File: src/rtl/xbus_pkg.sv
package xbus_pkg;
    localparam int ADDR_W    = 16;
    localparam int DATA_W    = 8;
    localparam int PH_PER_MC = 12;
    localparam int PH_W      = $clog2(PH_PER_MC);

    typedef logic [PH_W-1:0]   phase_t;
    typedef logic [ADDR_W-1:0] addr_t;
    typedef logic [DATA_W-1:0] byte_t;

    localparam phase_t LAST_PH   = phase_t'(PH_PER_MC - 1);
    localparam phase_t HALF      = phase_t'(PH_PER_MC / 2);
    localparam phase_t HALF_LAST = phase_t'(PH_PER_MC / 2 - 1);
    localparam phase_t ALE_LEN   = phase_t'(2);
    localparam phase_t PSEN_OFS  = phase_t'(3);
    localparam phase_t STB_FIRST = phase_t'(5);
    localparam phase_t STB_LAST  = phase_t'(10);

    typedef enum logic [1:0] {CYC_FETCH, CYC_READ, CYC_WRITE} cyc_e;

    typedef struct packed {
        cyc_e  kind;
        addr_t addr;
        byte_t wdata;
        byte_t hi_sel;
    } xreq_t;

    typedef struct packed {
        logic  ext;
        addr_t addr;
    } fetch_t;

    function automatic phase_t half_ph(phase_t p);
        return (p >= HALF) ? p - HALF : p;
    endfunction
endpackage

File: src/rtl/xbus_phase.sv
module xbus_phase
    import xbus_pkg::*;
(
    input  logic   clk,
    input  logic   rst,
    output phase_t ph,
    output logic   mc_end,
    output logic   half_end
);
    always_ff @(posedge clk) begin
        if (rst)         ph <= LAST_PH;
        else if (mc_end) ph <= '0;
        else             ph <= ph + 1'b1;
    end

    assign mc_end   = (ph == LAST_PH);
    assign half_end = mc_end || (ph == HALF_LAST);


    ph_range_chk: assert property (@(posedge clk) disable iff (rst) ph <= LAST_PH);

    ph_wrap_chk: assert property (@(posedge clk) disable iff (rst) mc_end |=> ph == '0);

    ph_step_chk: assert property (@(posedge clk) disable iff (rst)
        !mc_end |=> ph == $past(ph) + 1'b1);
endmodule

File: src/rtl/xbus_capture.sv
module xbus_capture
    import xbus_pkg::*;
#(
    parameter addr_t INT_LIMIT = 16'h0FFF
) (
    input  logic   clk,
    input  logic   rst,
    input  logic   mc_end,
    input  logic   half_end,
    input  logic   req_valid,
    input  logic   req_write,
    input  logic   req_wide,
    input  addr_t  req_addr,
    input  byte_t  req_wdata,
    input  byte_t  p2_latch,
    input  addr_t  pc,
    input  logic   ext_strap,
    output xreq_t  cur,
    output fetch_t fet
);
    always_ff @(posedge clk) begin
        if (rst) begin
            cur.kind   <= CYC_FETCH;
            cur.addr   <= '0;
            cur.wdata  <= '0;
            cur.hi_sel <= '0;
        end else if (mc_end) begin
            if (req_valid) begin
                cur.kind   <= req_write ? CYC_WRITE : CYC_READ;
                cur.addr   <= req_addr;
                cur.wdata  <= req_wdata;
                cur.hi_sel <= req_wide ? req_addr[ADDR_W-1 -: DATA_W] : p2_latch;
            end else begin
                cur.kind <= CYC_FETCH;
            end
        end
    end

    always_ff @(posedge clk) begin
        if (rst) begin
            fet <= '0;
        end else if (half_end) begin
            fet.ext  <= !ext_strap || (pc > INT_LIMIT);
            fet.addr <= pc;
        end
    end


    kind_hold_chk: assert property (@(posedge clk) disable iff (rst)
        !mc_end |=> $stable(cur.kind));
endmodule

File: src/rtl/xbus_strobe.sv
module xbus_strobe
    import xbus_pkg::*;
(
    input  logic   clk,
    input  logic   rst,
    input  phase_t ph,
    input  xreq_t  cur,
    input  fetch_t fet,
    input  byte_t  p2_latch,
    input  byte_t  lo_in,
    output logic   ale,
    output logic   psen_n,
    output logic   rd_n,
    output logic   wr_n,
    output byte_t  lo_out,
    output logic   lo_oe,
    output byte_t  hi_out,
    output byte_t  rd_data,
    output logic   done
);
    logic   is_data, is_wr, addr_slot, ale_slot, stb_win;
    phase_t hp;

    always_comb begin
        hp        = half_ph(ph);
        is_data   = (cur.kind != CYC_FETCH);
        is_wr     = (cur.kind == CYC_WRITE);
        addr_slot = (ph < ALE_LEN);
        ale_slot  = (hp < ALE_LEN);
        stb_win   = (ph >= STB_FIRST) && (ph <= STB_LAST);

        ale    = is_data ? addr_slot : ale_slot;
        psen_n = !(!is_data && fet.ext && (hp >= PSEN_OFS));
        rd_n   = !((cur.kind == CYC_READ) && stb_win);
        wr_n   = !(is_wr && stb_win);
        done   = is_data && (ph == LAST_PH);

        if (is_data) begin
            lo_oe  = addr_slot || is_wr;
            lo_out = addr_slot ? cur.addr[DATA_W-1:0] : (is_wr ? cur.wdata : '0);
            hi_out = cur.hi_sel;
        end else begin
            lo_oe  = fet.ext && ale_slot;
            lo_out = lo_oe ? fet.addr[DATA_W-1:0] : '0;
            hi_out = fet.ext ? fet.addr[ADDR_W-1 -: DATA_W] : p2_latch;
        end
    end

    always_ff @(posedge clk) begin
        if (rst)                                        rd_data <= '0;
        else if (cur.kind == CYC_READ && ph == STB_LAST) rd_data <= lo_in;
    end


    stb_after_ale_chk: assert property (@(posedge clk) disable iff (rst)
        ($fell(rd_n) || $fell(wr_n)) |-> ($past(ale, 4) && !$past(ale, 3) && !ale));

    ale_after_stb_chk: assert property (@(posedge clk) disable iff (rst)
        ($rose(ale) && !$past(rd_n && wr_n, 2)) |-> $past(rd_n && wr_n));

    stb_excl_chk: assert property (@(posedge clk) disable iff (rst)
        (!rd_n || !wr_n) |-> (psen_n && !ale && (rd_n != wr_n)));

    rd_release_chk: assert property (@(posedge clk) disable iff (rst) !rd_n |-> !lo_oe);

    wr_drive_chk: assert property (@(posedge clk) disable iff (rst) !wr_n |-> lo_oe);

    done_end_chk: assert property (@(posedge clk) disable iff (rst)
        done |-> (rd_n && wr_n && !$past(rd_n && wr_n)));
endmodule

File: src/rtl/xbus_seq.sv
module xbus_seq
    import xbus_pkg::*;
#(
    parameter addr_t INT_LIMIT = 16'h0FFF
) (
    input  logic                clk,
    input  logic                rst,
    input  logic [ADDR_W-1:0]   pc,
    input  logic                ext_strap,
    input  logic [DATA_W-1:0]   p2_latch,
    input  logic                req_valid,
    input  logic                req_write,
    input  logic                req_wide,
    input  logic [ADDR_W-1:0]   req_addr,
    input  logic [DATA_W-1:0]   req_wdata,
    input  logic [DATA_W-1:0]   lo_in,
    output logic                ale,
    output logic                psen_n,
    output logic                rd_n,
    output logic                wr_n,
    output logic [DATA_W-1:0]   lo_out,
    output logic                lo_oe,
    output logic [DATA_W-1:0]   hi_out,
    output logic [DATA_W-1:0]   rd_data,
    output logic                done
);
    phase_t ph;
    logic   mc_end, half_end;
    xreq_t  cur;
    fetch_t fet;

    xbus_phase u_phase (
        .clk(clk), .rst(rst), .ph(ph), .mc_end(mc_end), .half_end(half_end)
    );

    xbus_capture #(.INT_LIMIT(INT_LIMIT)) u_cap (
        .clk(clk), .rst(rst), .mc_end(mc_end), .half_end(half_end),
        .req_valid(req_valid), .req_write(req_write), .req_wide(req_wide),
        .req_addr(req_addr), .req_wdata(req_wdata), .p2_latch(p2_latch),
        .pc(pc), .ext_strap(ext_strap), .cur(cur), .fet(fet)
    );

    xbus_strobe u_stb (
        .clk(clk), .rst(rst), .ph(ph), .cur(cur), .fet(fet),
        .p2_latch(p2_latch), .lo_in(lo_in),
        .ale(ale), .psen_n(psen_n), .rd_n(rd_n), .wr_n(wr_n),
        .lo_out(lo_out), .lo_oe(lo_oe), .hi_out(hi_out),
        .rd_data(rd_data), .done(done)
    );
endmodule

File: config.mk
export PLATFORM = sky130hd
export DESIGN_NAME = xbus_seq
export DESIGN_NICKNAME = d
export VERILOG_FILES = /design/src/rtl/xbus_pkg.sv /design/src/rtl/xbus_phase.sv /design/src/rtl/xbus_capture.sv /design/src/rtl/xbus_strobe.sv /design/src/rtl/xbus_seq.sv
export SDC_FILE = /design/constraint.sdc
export NUM_CORES = 1
export LEC_CHECK = 0
export ABC_AREA = 1
export BUFFER_PORTS_ARGS = -buffer_cell sky130_fd_sc_hd__buf_2
export CAP_MARGIN = 25
export CORE_ASPECT_RATIO = 1.1
export CORE_UTILIZATION = 41
export CTS_BUF_LIST = sky130_fd_sc_hd__clkbuf_2
export CTS_CLUSTER_DIAMETER = 80
export DETAILED_ROUTE_END_ITERATION = 10
export PLACE_DENSITY = 0.74
export SETUP_SLACK_MARGIN = 0.05
export SLEW_MARGIN = 30
export SYNTH_ARGS = -nofsm -noshare
export SYNTH_HDL_FRONTEND = slang
export SYNTH_SLANG_ARGS = --single-unit
File: constraint.sdc
create_clock -name clk -period 1.9 [get_ports clk]
set_clock_uncertainty 0.05 [all_clocks]
set_input_delay 0.57 -clock clk [delete_from_list [all_inputs] [get_ports clk]]
set_output_delay 0.57 -clock clk [all_outputs]
set_load 0.01 [all_outputs]
==> flow_summary.toml <==
[final_layout]
final_common_cell = "nand2_1"
drive_above_1_share = 0.313
fin_nets = 653
area_growth_syn_to_layout_pct = 35.8
antenna_cells = 0
final_area_mm2 = 0.00412
final_cell_mix = "130 x nand2_1, 106 x nor2_1, 89 x buf_2, 49 x inv_1, 48 x dfxtp_1"

[die]
fp-row-count = 32
die_x_um = 84.1
start_util = 0.428
die-area_mm2 = 0.00775
core_region_area_mm2 = 0.00709
io_pins = 92
die_y_um = 92.3

[placement]
place.gp.congestion = 0.909
io_buffer_count = 91
place_area_mm2 = 0.00357
hpwl_mm = 5.38
place_ws_ns = 0.0785

[timing]
period_needed_ns = 2.30
slew_headroom = 0.698
fmax_mhz = 436
final.period_utilization = 1.21
hold_violations = 0
tightest_slew_ns = 0.453
final.setup.tns_ns = -6.50
fin_hold_ws_ns = 0.247
final_max_slew_viol_count = 0
grt_setup_unrepaired = "true"
setup_ws_ns = -0.395
setup_viol = 22

[routing]
drtIter0Drc = 152
drt-pass1-iter-count = 8
drcViolationCount = 10
wl_per_cell_um = 12.5
viasPerCell = 4.86
num_vias = 3273
drtAntennaViolNets = 0
wl_mm = 8.41

[yosys]
netlist.area_leader.share = 0.363
synth_top_area_cell = "dfxtp_1"
avgSynthCellArea_um2 = 6.29
synthDistinctLibCells = 26
synthesis.nets = 549
seq_area_frac_synth = 0.363
synth_seq_cells = 55
yosysWarnings = 0
synthesis.area_mm2 = 0.00304
synth.top_cells.by_area = "dfxtp_1 36%, nand2_1 18%, nor2_1 13%"
synthCells = 483

[clock_network]
clock-root-buffer = "clkbuf_2"
cts.sinks = 55
h-tree-depth = 2
insertion_delay_ns = 0.46
postCtsHoldBufs = 0
cts_tree = "built"
clk_pin_slew_worst_paths_ns = 0.27
cts_buffers = 5
cts_buffer_depth = 2

[hold_path]
hp-class = "primary input to register"

[status]
run_status = "finished, violations left"
violations = "DRC, setup timing"

[setup_path]
cp_cell_sequence = "nor2_4, buf_6, nand3_2, nand2_1, nand2_1, nand2_1, buf_2"
slowest_stage = "dfxtp_4"
crit_type = "register to output pin"
crit_arrival_ns = 1.68
crit_top_cell = "nand2_1"
max_stage_delay_ns = 0.44
worst-path-buf-inv = 2
crit_family = "simple AND/OR/NAND/NOR gates"
critPathRequiredTime_ns = 1.28
cp-end-kind = "output pin"
crit_fanout = 7
start_kind = "register"

[power_and_ir_drop]
p_comb_frac = 0.416
p_leak_nw = 2.17
swShare = 0.368
p_clk_frac = 0.192
p_switching_mw = 1.39
seqPwrFrac = 0.391
p_int_mw = 2.39
ir_drop_mv = 0.432
p_per_area_mw_per_mm2 = 917

[global_routing]
grt_antenna_before_repair = 0
grt_max_degree = 49
overflow = 0
grt_pass1_vias = 2951
grt_first_pass_wirelength_mm = 13.2
grtUsageTotal = 0.208

[flow_run]
drv_cap = 0
## worst reg2reg max path, cell delays in order (launching register included)
cell	delay, ns
dfxtp_4	0.43
buf_6	0.13
ha_4	0.17
nand3_4	0.10
buf_4	0.25
nand2_2	0.10
inv_2	0.21
nor2_1	0.08
nor2_1	0.11
## final cells by class
type | count | area (µm²)
Fill cell | 670 | 2960
Multi-Input combinational cell | 347 | 1730
Sequential cell | 55 | 1120
Timing Repair Buffer | 120 | 818
Inverter | 58 | 255
Tap cell | 85 | 106
Clock inverter | 2 | 60.1
Clock buffer | 6 | 30.0
## through the flow
step	cells	power [mW]	utilization
floorplan	483	2.33	-
global placement	647	2.64	0.504
detailed placement	647	2.67	0.504
CTS	666	3.56	0.547
global route	673	4.03	0.582
finish	673	3.78	0.582
## power by group through the flow
stage | registers [mW] | logic, mW | clock network (mW)
finish | 1.48 | 1.57 | 0.727
global route | 1.50 | 1.74 | 0.789
CTS | 1.45 | 1.37 | 0.743
detailed placement | 1.46 | 1.21 | 0
global placement | 1.46 | 1.19 | 0
floorplan | 1.42 | 0.910 | 0
## metal layers
metal | GRT usage | wire length, µm | part of all wire
met4 | 0.0819 | 239 | 0.028
met1 | 0.260 | 3690 | 0.44
met3 | 0.0234 | 424 | 0.050
met5 | 0 | 0 | 0
met2 | 0.365 | 4060 | 0.48
## cells in the mapped netlist
master    instances
nand3b_1         12
inv_2             3
o211ai_1          8
clkbuf_1          8
nand4_1          10
inv_1            53
nor2_4            3
a211oi_1          1
or2_2             1
nand2_2           3
nor2_2            1
dfxtp_1          55
nand3_2           3
nand2_1         142
buf_2             7
buf_4             5
o21ai_0          22
o21ai_1           1
buf_6             4
nand3_4           1
nand3_1          21
a21oi_1           4
nor2_1          108
inv_4             2
ha_1              4
buf_1             1
## sequential cells by signal, indices dropped and copies added (netlist names)
register       flops
u_phase.ph         4
u_stb.rd_data      8
u_cap.cur         26
u_cap.fet         17
## final timing paths
| path | start | endpoint | slack [ns] | cells past startpoint |
|---|---|---|---|---|
| worst max-delay path | u_phase.ph[2]$_SDFF_PP0_ | lo_out[6] | -0.40 | 7 |
| worst min-delay path | pc[9] | u_cap.fet[9]$_SDFFE_PP0P_ | 0.25 | 3 |
| worst max register to register | u_phase.ph[0]$_SDFF_PP1_ | u_cap.fet[4]$_SDFFE_PP0P_ | 0.24 | 8 |
| worst min register to register | u_stb.rd_data[2]$_SDFFE_PP0P_ | u_stb.rd_data[2]$_SDFFE_PP0P_ | 0.45 | 2 |
## kinds of logic after synthesis
logic type,count (synthesis),share of synthesized area
buffers and inverters,83,0.123
DFF,55,0.363
AOI/OAI and AO/OA,36,0.0668
and+or+nand+nor,305,0.431
adders and majority gates,4,0.0165
## timing repair
item                                    in CTS  in global routing
resized for setup                           45                 41
buffers inserted                            10                  2
cloned                                       1                  5
pin swaps                                   10                 11
endpoints found under the setup margin      22                 27
Power figures use the tool's default switching activity.
